**src/rtl/pcu_pkg.sv**
```systemverilog
package pcu_pkg;
  typedef enum logic [1:0] {
    FN_LATCH  = 2'd0,
    FN_SAMPLE = 2'd1,
    FN_PERIOD = 2'd2,
    FN_IDLE   = 2'd3
  } fn_e;

  typedef struct packed {
    logic latchCap;
    logic sampClear;
    logic sampAdd;
    logic sampStore;
    logic perShift;
  } strobe_t;
endpackage

```
**src/rtl/pcu_ctrl.sv**
```systemverilog
module pcu_ctrl
  import pcu_pkg::*;
#(
  parameter int TIME_W = 16
) (
  input  logic              clk,
  input  logic              rst_n,
  input  logic              countPulse,
  input  logic [1:0]        funcSel,
  input  logic              startCmd,
  input  logic              extStart,
  input  logic [TIME_W-1:0] timeSet,
  input  logic              msTick,
  output strobe_t           str,
  output logic              busy
);
  fn_e              selNow;
  fn_e              runMode;
  logic             startPrev;
  logic             startReq;
  logic             startEdge;
  logic             abortRun;
  logic             lastTick;
  logic [TIME_W-1:0] elapsed;
  logic [TIME_W-1:0] effTime;

  assign selNow    = fn_e'(funcSel);
  assign startReq  = startCmd | extStart;
  assign startEdge = startReq & ~startPrev;
  assign effTime   = (timeSet == '0) ? TIME_W'(1) : timeSet;
  assign lastTick  = msTick && (elapsed == effTime - TIME_W'(1));
  assign abortRun  = busy && (selNow != runMode);

  always_comb begin
    str           = '0;
    str.latchCap  = !busy && startEdge && (selNow == FN_LATCH);
    str.sampClear = !busy && startEdge && (selNow == FN_SAMPLE);
    str.sampAdd   = busy && !abortRun && (runMode == FN_SAMPLE) && countPulse;
    str.sampStore = busy && !abortRun && (runMode == FN_SAMPLE) && lastTick;
    str.perShift  = busy && !abortRun && (runMode == FN_PERIOD) && startReq && lastTick;
  end

  always_ff @(posedge clk) begin
    if (!rst_n) begin
      busy      <= 1'b0;
      runMode   <= FN_IDLE;
      startPrev <= 1'b0;
      elapsed   <= '0;
    end else begin
      startPrev <= startReq;
      if (abortRun) begin
        busy <= 1'b0;
      end else if (!busy) begin
        if (startEdge && (selNow == FN_SAMPLE || selNow == FN_PERIOD)) begin
          busy    <= 1'b1;
          runMode <= selNow;
          elapsed <= '0;
        end
      end else if (runMode == FN_PERIOD && !startReq) begin
        busy <= 1'b0;
      end else if (msTick) begin
        if (lastTick) begin
          elapsed <= '0;
          if (runMode == FN_SAMPLE) busy <= 1'b0;
        end else begin
          elapsed <= elapsed + TIME_W'(1);
        end
      end
    end
  end

  assert_latch_no_busy_R2: assert property (@(posedge clk) disable iff (!rst_n)
    (!busy && startEdge && selNow == FN_LATCH) |=> !busy);
  assert_abort_R8: assert property (@(posedge clk) disable iff (!rst_n)
    (busy && selNow != runMode) |=> !busy);
  assert_period_release_R7: assert property (@(posedge clk) disable iff (!rst_n)
    (busy && runMode == FN_PERIOD && !startReq) |=> !busy);
  assert_window_close_R4: assert property (@(posedge clk) disable iff (!rst_n)
    str.sampStore |=> !busy);
  assert_single_strobe_R2: assert property (@(posedge clk) disable iff (!rst_n)
    $onehot0({str.latchCap, str.sampClear, str.sampStore, str.perShift}));
endmodule

```
**src/rtl/pcu_datapath.sv**
```systemverilog
module pcu_datapath
  import pcu_pkg::*;
#(
  parameter int DATA_W = 32
) (
  input  logic                     clk,
  input  logic                     rst_n,
  input  strobe_t                  str,
  input  logic signed [DATA_W-1:0] countValue,
  output logic signed [DATA_W-1:0] latchValue,
  output logic signed [DATA_W-1:0] sampleValue,
  output logic signed [DATA_W-1:0] periodPresent,
  output logic signed [DATA_W-1:0] periodPrevious
);
  localparam logic signed [DATA_W-1:0] ONE = DATA_W'(1);

  logic signed [DATA_W-1:0] pulseAcc;
  logic signed [DATA_W-1:0] pulseNext;

  assign pulseNext = str.sampAdd ? pulseAcc + ONE : pulseAcc;

  always_ff @(posedge clk) begin
    if (!rst_n) begin
      pulseAcc       <= '0;
      latchValue     <= '0;
      sampleValue    <= '0;
      periodPresent  <= '0;
      periodPrevious <= '0;
    end else begin
      if (str.sampClear)      pulseAcc <= '0;
      else                    pulseAcc <= pulseNext;
      if (str.latchCap)       latchValue  <= countValue;
      if (str.sampStore)      sampleValue <= pulseNext;
      if (str.perShift) begin
        periodPrevious <= periodPresent;
        periodPresent  <= countValue;
      end
    end
  end

  assert_latch_capture_R2: assert property (@(posedge clk) disable iff (!rst_n)
    str.latchCap |=> latchValue == $past(countValue));
  assert_latch_hold_R3: assert property (@(posedge clk) disable iff (!rst_n)
    !str.latchCap |=> $stable(latchValue));
  assert_period_shift_R6: assert property (@(posedge clk) disable iff (!rst_n)
    str.perShift |=> (periodPrevious == $past(periodPresent)) && (periodPresent == $past(countValue)));
  assert_sample_hold_R8: assert property (@(posedge clk) disable iff (!rst_n)
    !str.sampStore |=> $stable(sampleValue));
  assert_period_hold_R8: assert property (@(posedge clk) disable iff (!rst_n)
    !str.perShift |=> $stable(periodPresent) && $stable(periodPrevious));
endmodule

```
**src/rtl/pulse_capture_unit.sv**
```systemverilog
module pulse_capture_unit
  import pcu_pkg::*;
#(
  parameter int DATA_W = 32,
  parameter int TIME_W = 16
) (
  input  logic                     clk,
  input  logic                     rst_n,
  input  logic                     countPulse,
  input  logic signed [DATA_W-1:0] countValue,
  input  logic [1:0]               funcSel,
  input  logic                     startCmd,
  input  logic                     extStart,
  input  logic [TIME_W-1:0]        timeSet,
  input  logic                     msTick,
  output logic signed [DATA_W-1:0] latchValue,
  output logic signed [DATA_W-1:0] sampleValue,
  output logic signed [DATA_W-1:0] periodPresent,
  output logic signed [DATA_W-1:0] periodPrevious,
  output logic                     busy
);
  strobe_t str;

  pcu_ctrl #(.TIME_W(TIME_W)) u_ctrl (
    .clk(clk), .rst_n(rst_n), .countPulse(countPulse), .funcSel(funcSel),
    .startCmd(startCmd), .extStart(extStart), .timeSet(timeSet),
    .msTick(msTick), .str(str), .busy(busy)
  );

  pcu_datapath #(.DATA_W(DATA_W)) u_dp (
    .clk(clk), .rst_n(rst_n), .str(str), .countValue(countValue),
    .latchValue(latchValue), .sampleValue(sampleValue),
    .periodPresent(periodPresent), .periodPrevious(periodPrevious)
  );
endmodule

```
**config.mk**
```make
export PLATFORM = sky130hd
export DESIGN_NAME = pulse_capture_unit
export DESIGN_NICKNAME = d
export VERILOG_FILES = /design/src/rtl/pcu_pkg.sv /design/src/rtl/pcu_ctrl.sv /design/src/rtl/pcu_datapath.sv /design/src/rtl/pulse_capture_unit.sv
export SDC_FILE = /design/constraint.sdc
export NUM_CORES = 1
export LEC_CHECK = 0
export ABC_AREA = 0
export CORE_ASPECT_RATIO = 0.7
export CORE_UTILIZATION = 36
export CTS_CLUSTER_SIZE = 25
export DETAILED_ROUTE_END_ITERATION = 8
export DONT_BUFFER_PORTS = 1
export HOLD_SLACK_MARGIN = 0.03
export PLACE_DENSITY_LB_ADDON = 0.15
export SLEW_MARGIN = 10
export SYNTH_ARGS = -nofsm -noshare
export SYNTH_HDL_FRONTEND = slang
export SYNTH_SLANG_ARGS = --single-unit
```
**constraint.sdc**
```tcl
create_clock -name clk -period 3.9 [get_ports clk]
set_clock_uncertainty 0.15 [all_clocks]
set_input_delay 0.975 -clock clk [delete_from_list [all_inputs] [get_ports clk]]
set_output_delay 0.975 -clock clk [all_outputs]
set_load 0.01 [all_outputs]
```
[Word level (Yosys, flattened, before mapping)]
Cells that the tools add are included.
Word-level totals
  register bits after elaboration: 180
  bits of input ports: 56
  word-level logic and storage cells: 64
Cells by class
  eq/ne operators: 8
  reductions and logical operators: 25
  bitwise logic cells: 6
  multiplexer cells: 13
  add/sub/neg operators: 3
Operator list (count)
  $mux 16: 6
  $add 32x2->32 const B: 1
  $mux 32: 1
  $add 16x1->16 const B: 1
  $eq 16x16->1: 1
  $logic_not 16->1: 1
  $sub 16x1->16 const B: 1
  $logic_and 1x1->1: 14
  $mux 1: 6
  $eq 2x1->1 const B: 2
  $eq 2x2->1 const B: 2
  $ne 2x2->1 const B: 2
  $not 1->1: 4
  $reduce_and 4->1: 1
  $reduce_or 2->1: 2
  $logic_not 1->1: 3
  $reduce_and 3->1: 1
  $logic_not 2->1: 1
  $ne 2x2->1: 1
  $reduce_bool 2->1: 1
  $and 1x1->1: 1
  $logic_or 1x1->1: 1
  $or 1x1->1: 1

[Logic depth before layout (Yosys ltp)]
  depth after elaboration: 9
  mapped depth: 13

[Cells and area by module]
From an unflattened synthesis, not the netlist that was laid out.
Second synthesis, totals
  cells, all modules: 859
  area total of the unflattened synthesis: 7851.3 um^2
By module, submodules not included
  pcu_datapath: cells an instance 621, instances 1, area an instance 6052.1 um^2
  pcu_ctrl: cells an instance 238, instances 1, area an instance 1799.2 um^2

[Worst setup path before layout]
OpenSTA, ideal clock, no wires.
  path type: input port to flip-flop
  start point: input timeSet[9]
  end point: register u_dp.sampleValue[10]
  stages on the path: 12
  required time: 3.629 ns
  setup time: 0.121 ns
  arrival: 3.853 ns
  setup slack: -0.225 ns
  cell sequence: nor4_1 > a41oi_1 > ha_1 > xor2_1 > o211ai_1 > or4_1 > nor4_1 > and4_1 > buf_4 > nand4_4 > buf_6 > mux2_4
Between the ends
  word-level cells in the longest chain between the ends: 6
RTL lines
  start: declaration: RTL line pulse_capture_unit.sv:14  | input logic [TIME_W-1:0] timeSet,
  $logic_not 16->1: RTL line pcu_ctrl.sv:30  | assign effTime = (timeSet == '0) ? TIME_W'(1) : timeSet;
  $mux 16 *: RTL line pcu_ctrl.sv:30
  $sub 16x1->16 *: RTL line pcu_ctrl.sv:31  | assign lastTick = msTick && (elapsed == effTime - TIME_W'(1));
  $eq 16x16->1 *: RTL line pcu_ctrl.sv:31
  $logic_and 1x1->1 *: RTL line pcu_ctrl.sv:31
  $logic_and 1x1->1 *: RTL line pcu_ctrl.sv:39  | str.sampStore = busy && !abortRun && (runMode == FN_SAMPLE) && lastTick;
  end signal: assignment: RTL line pcu_datapath.sv:33  | if (str.sampStore) sampleValue <= pulseNext;
  end: declaration: RTL line pcu_datapath.sv:11  | output logic signed [DATA_W-1:0] sampleValue,
Every way passes the cells marked *; elsewhere a longest branch is shown, timed or not.
A chain may end at the register's enable or synchronous reset.

[Final worst setup path]
  start point: input timeSet[9]
  end point: register u_dp.periodPresent[3]
Between the ends
  word-level cells in the longest chain between the ends: 6
RTL lines
  $logic_not 16->1: RTL line pcu_ctrl.sv:30
  $mux 16 *: RTL line pcu_ctrl.sv:30
  $sub 16x1->16 *: RTL line pcu_ctrl.sv:31
  $eq 16x16->1 *: RTL line pcu_ctrl.sv:31
  $logic_and 1x1->1 *: RTL line pcu_ctrl.sv:31
  $logic_and 1x1->1 *: RTL line pcu_ctrl.sv:40  | str.perShift = busy && !abortRun && (runMode == FN_PERIOD) && startReq && lastTick;
  end signal: assignment: RTL line pcu_datapath.sv:36  | periodPresent <= countValue;
  end: declaration: RTL line pcu_datapath.sv:12  | output logic signed [DATA_W-1:0] periodPresent,
Marked as above.

==> flow_summary.ini <==
[run_status]
status = finished, final reports clean

[clocking]
cts_hold_buffers = 0
htreeDepth = 4
cts_buffer_depth = 2
clkLatencyLatePin_ps = 430
numCtsBuffers = 17
cts_sinks = 180
clkSlewWorstSetupHoldPaths_ps = 70
cts_tree = done
root_buffer = clkbuf_16

[global_route]
antenna_found_initial = 0
grtUsageTotal_pct = 17.25
grt_max_degree = 204
grt_pass1_vias = 5666
grt_pass1_wl_um = 30950
grt-ovfl-total = 0

[drt]
vias = 5908
vias_per_cell = 5.020
dr.first_iter.drc_count = 315
firstDrtPassIters = 4
drc = 0
wirelength_um = 20030
ant_nets = 0
routedWlPerCell_um = 17.02

[worst_setup_path]
worstPathArrival_ps = 3860
cp_num_buf_inv = 3
crit_family = simple AND/OR/NAND/NOR gates
cp-start-kind = primary input
criticalPathCategory = in -> reg
max_stage_delay_ps = 470
path_max_fanout = 16
worstPathRequired_ps = 4070
crit_top_cell = buf_6
cp_slowest_cell = or4_1
crit_chain = nor4_4 -> a41oi_2 -> ha_1 -> xor2_1 -> o211ai_1 -> or4_1 -> nor4_1 -> and4_1 -> buf_6 -> nand4_1 -> buf_6 -> buf_16 -> mux2i_1
endpoint_kind = flip-flop

[power_and_ir_drop]
p_sw_mw = 0.8489
internal_power_mw = 2.985
power_density_nw_per_um2 = 421.3
pwr-share-clk_pct = 48.2
swShare_pct = 22.14
power.leakage_nw = 3.895
peakVddDrop_mv = 0.2866
comb_power_share_pct = 3.0
p_seq_share_pct = 48.9

[worst_hold_path]
hold_class = reg -> reg

[synth]
synth_edf_count = 0
synth.most_common_cell = nand2_1
yosys.area.top_type_share_pct = 44.87
syn_area_um2 = 8030
yosys.area.top_type = dfxtp_1
synth_nets = 948
avgSynthCellArea_um2 = 9.053
yosysSeqAreaShare_pct = 44.87
synthTopCellsByArea = dfxtp_1 45%, mux2i_1 11%, nand2_1 9.7%, xnor2_1 3.9%, a21boi_0 3.2%
netlist_instances = 887
synth-async-reset-ratio_pct = 0
synthDistinctLibCells = 53
ys_ff_latch = 180
yosysWarnings = 0
synth_common_cells = 208 x nand2_1, 180 x dfxtp_1, 85 x mux2i_1, 50 x nor2_1, 36 x xnor2_1
ys.flop_type = dfxtp_1

[timing]
setup_viol = 0
slew_headroom_pct = 60.38
setup_tns_ps = 0
final_max_slew_viol_count = 0
max_freq_mhz = 270.7
min_period_ps = 3694
worst_pin_slew_ps = 588.9
hold_viol_final = 0
fin_crit_sh_pct = 94.71
setup_slack_ps = 206.4

[floorplanning]
row_count = 45
die-area_um2 = 22920
fp.coreArea_um2 = 21790
die_x_um = 180.5
die_h_um = 127.0
initial_core_util_pct = 36.85
ios = 185

[place]
pre_cts_ws_ps = -196.0
gp_congestion = 0.8087
placed_cells = 1139
io_buffers = 0
placed_area_um2 = 8346
dp_hpwl_um = 13410

[cells_and_area]
fin_cells = 1177
syn_to_final_growth_pct = 13.34
layout.nets = 943
multi_input_area_um2 = 4187
num-fill-cells = 2155
drive_gt1_share_pct = 8.603
n_antenna_cell = 0
final_area_um2 = 9101
final-seq-area_um2 = 3603

[run]
drv_cap = 0
## worst paths after layout
kind	from	to	slack, ps	cells past startpoint
setup / recovery	timeSet[9]	u_dp.periodPresent[3]	210	13
hold / removal	u_dp.sampleValue[13]	u_dp.sampleValue[13]	360	2
setup reg to reg	u_dp.pulseAcc[11]	u_dp.sampleValue[27]	830	7
hold reg to reg	u_dp.sampleValue[13]	u_dp.sampleValue[13]	360	2
## power by group through the flow
| stage | Clock, mW | Combinational [mW] | Sequential (mW) |
|---|---|---|---|
| final | 1.85 | 0.114 | 1.87 |
| after global routing | 1.97 | 0.129 | 1.87 |
| after CTS | 1.90 | 0.115 | 1.87 |
| after detailed placement | 0 | 0.115 | 1.92 |
| after global placement | 0 | 0.114 | 1.92 |
| after floorplan | 0 | 0.113 | 1.91 |
## cell families after synthesis
group           count (synthesis)  share of synthesized area [%]
compound gates                 64                          5.890
xor+xnor                       58                          6.326
fa+ha+maj                       5                         0.7791
buf+inv                        59                          3.677
flops                         180                          44.87
mux                            98                          12.93
simple gates                  423                          25.52
## flip-flops by register name, summed over array words and instances (netlist names)
name	count
u_ctrl.busy	1
u_ctrl.elapsed	16
u_dp.periodPrevious	32
u_ctrl.runMode	2
u_dp.pulseAcc	32
u_dp.periodPresent	32
u_ctrl.startPrev	1
u_dp.latchValue	32
u_dp.sampleValue	32
## placed cells by master (no fill, tap or decap), drive strengths merged, types with 3 or more instances in the layout
cell type / count
a211o: 3
a21boi: 34
a21oi: 5
and2: 23
and3: 25
and4: 8
buf: 23
bufinv: 4
clkbuf: 21
clkinv: 4
dfxtp: 180
ha: 5
inv: 13
mux2: 13
mux2i: 85
nand2: 208
nand2b: 17
nand3: 20
nand4: 11
nand4b: 3
nor2: 50
nor2b: 18
nor3: 11
nor3b: 4
nor4: 9
o211ai: 3
o21ai: 5
or4: 5
xnor2: 36
xor2: 22
## per-layer routing
layer,global-route usage (%),share of wire (%)
met5,0,0
met3,8.728,10
met4,5.581,0.93
met2,24.26,40
met1,22.67,48
## cell type report
class	count	area share [%]
Multi-Input combinational cell	648	46.00
Sequential cell	180	39.59
Clock buffer	19	4.757
Tap cell	282	3.877
Timing Repair Buffer	25	3.203
Clock inverter	13	2.158
Inverter	10	0.4124
## stage by stage
stage | hold WS [ps] | total power, mW | utilization [%]
finish | 355.7 | 3.834 | 41.77
global placement | 341.6 | 2.030 | 38.30
detailed placement | 347.7 | 2.031 | 38.30
CTS | 357.6 | 3.891 | 41.19
global route | 376.0 | 3.974 | 41.77
floorplan | 332.3 | 2.023 | -
## worst min-delay path: stages (launching register included)
cell     delay, ps
dfxtp_1        340
nand2_1         70
mux2i_1         50
## what timing repair did
action / in CTS / in global routing
gates resized for setup: 0 / 11
endpoints found under the hold margin: 0 / 0
buffers inserted: 0 / 2
endpoints found under the setup margin: 0 / 60
Power figures use the tool's default switching activity.
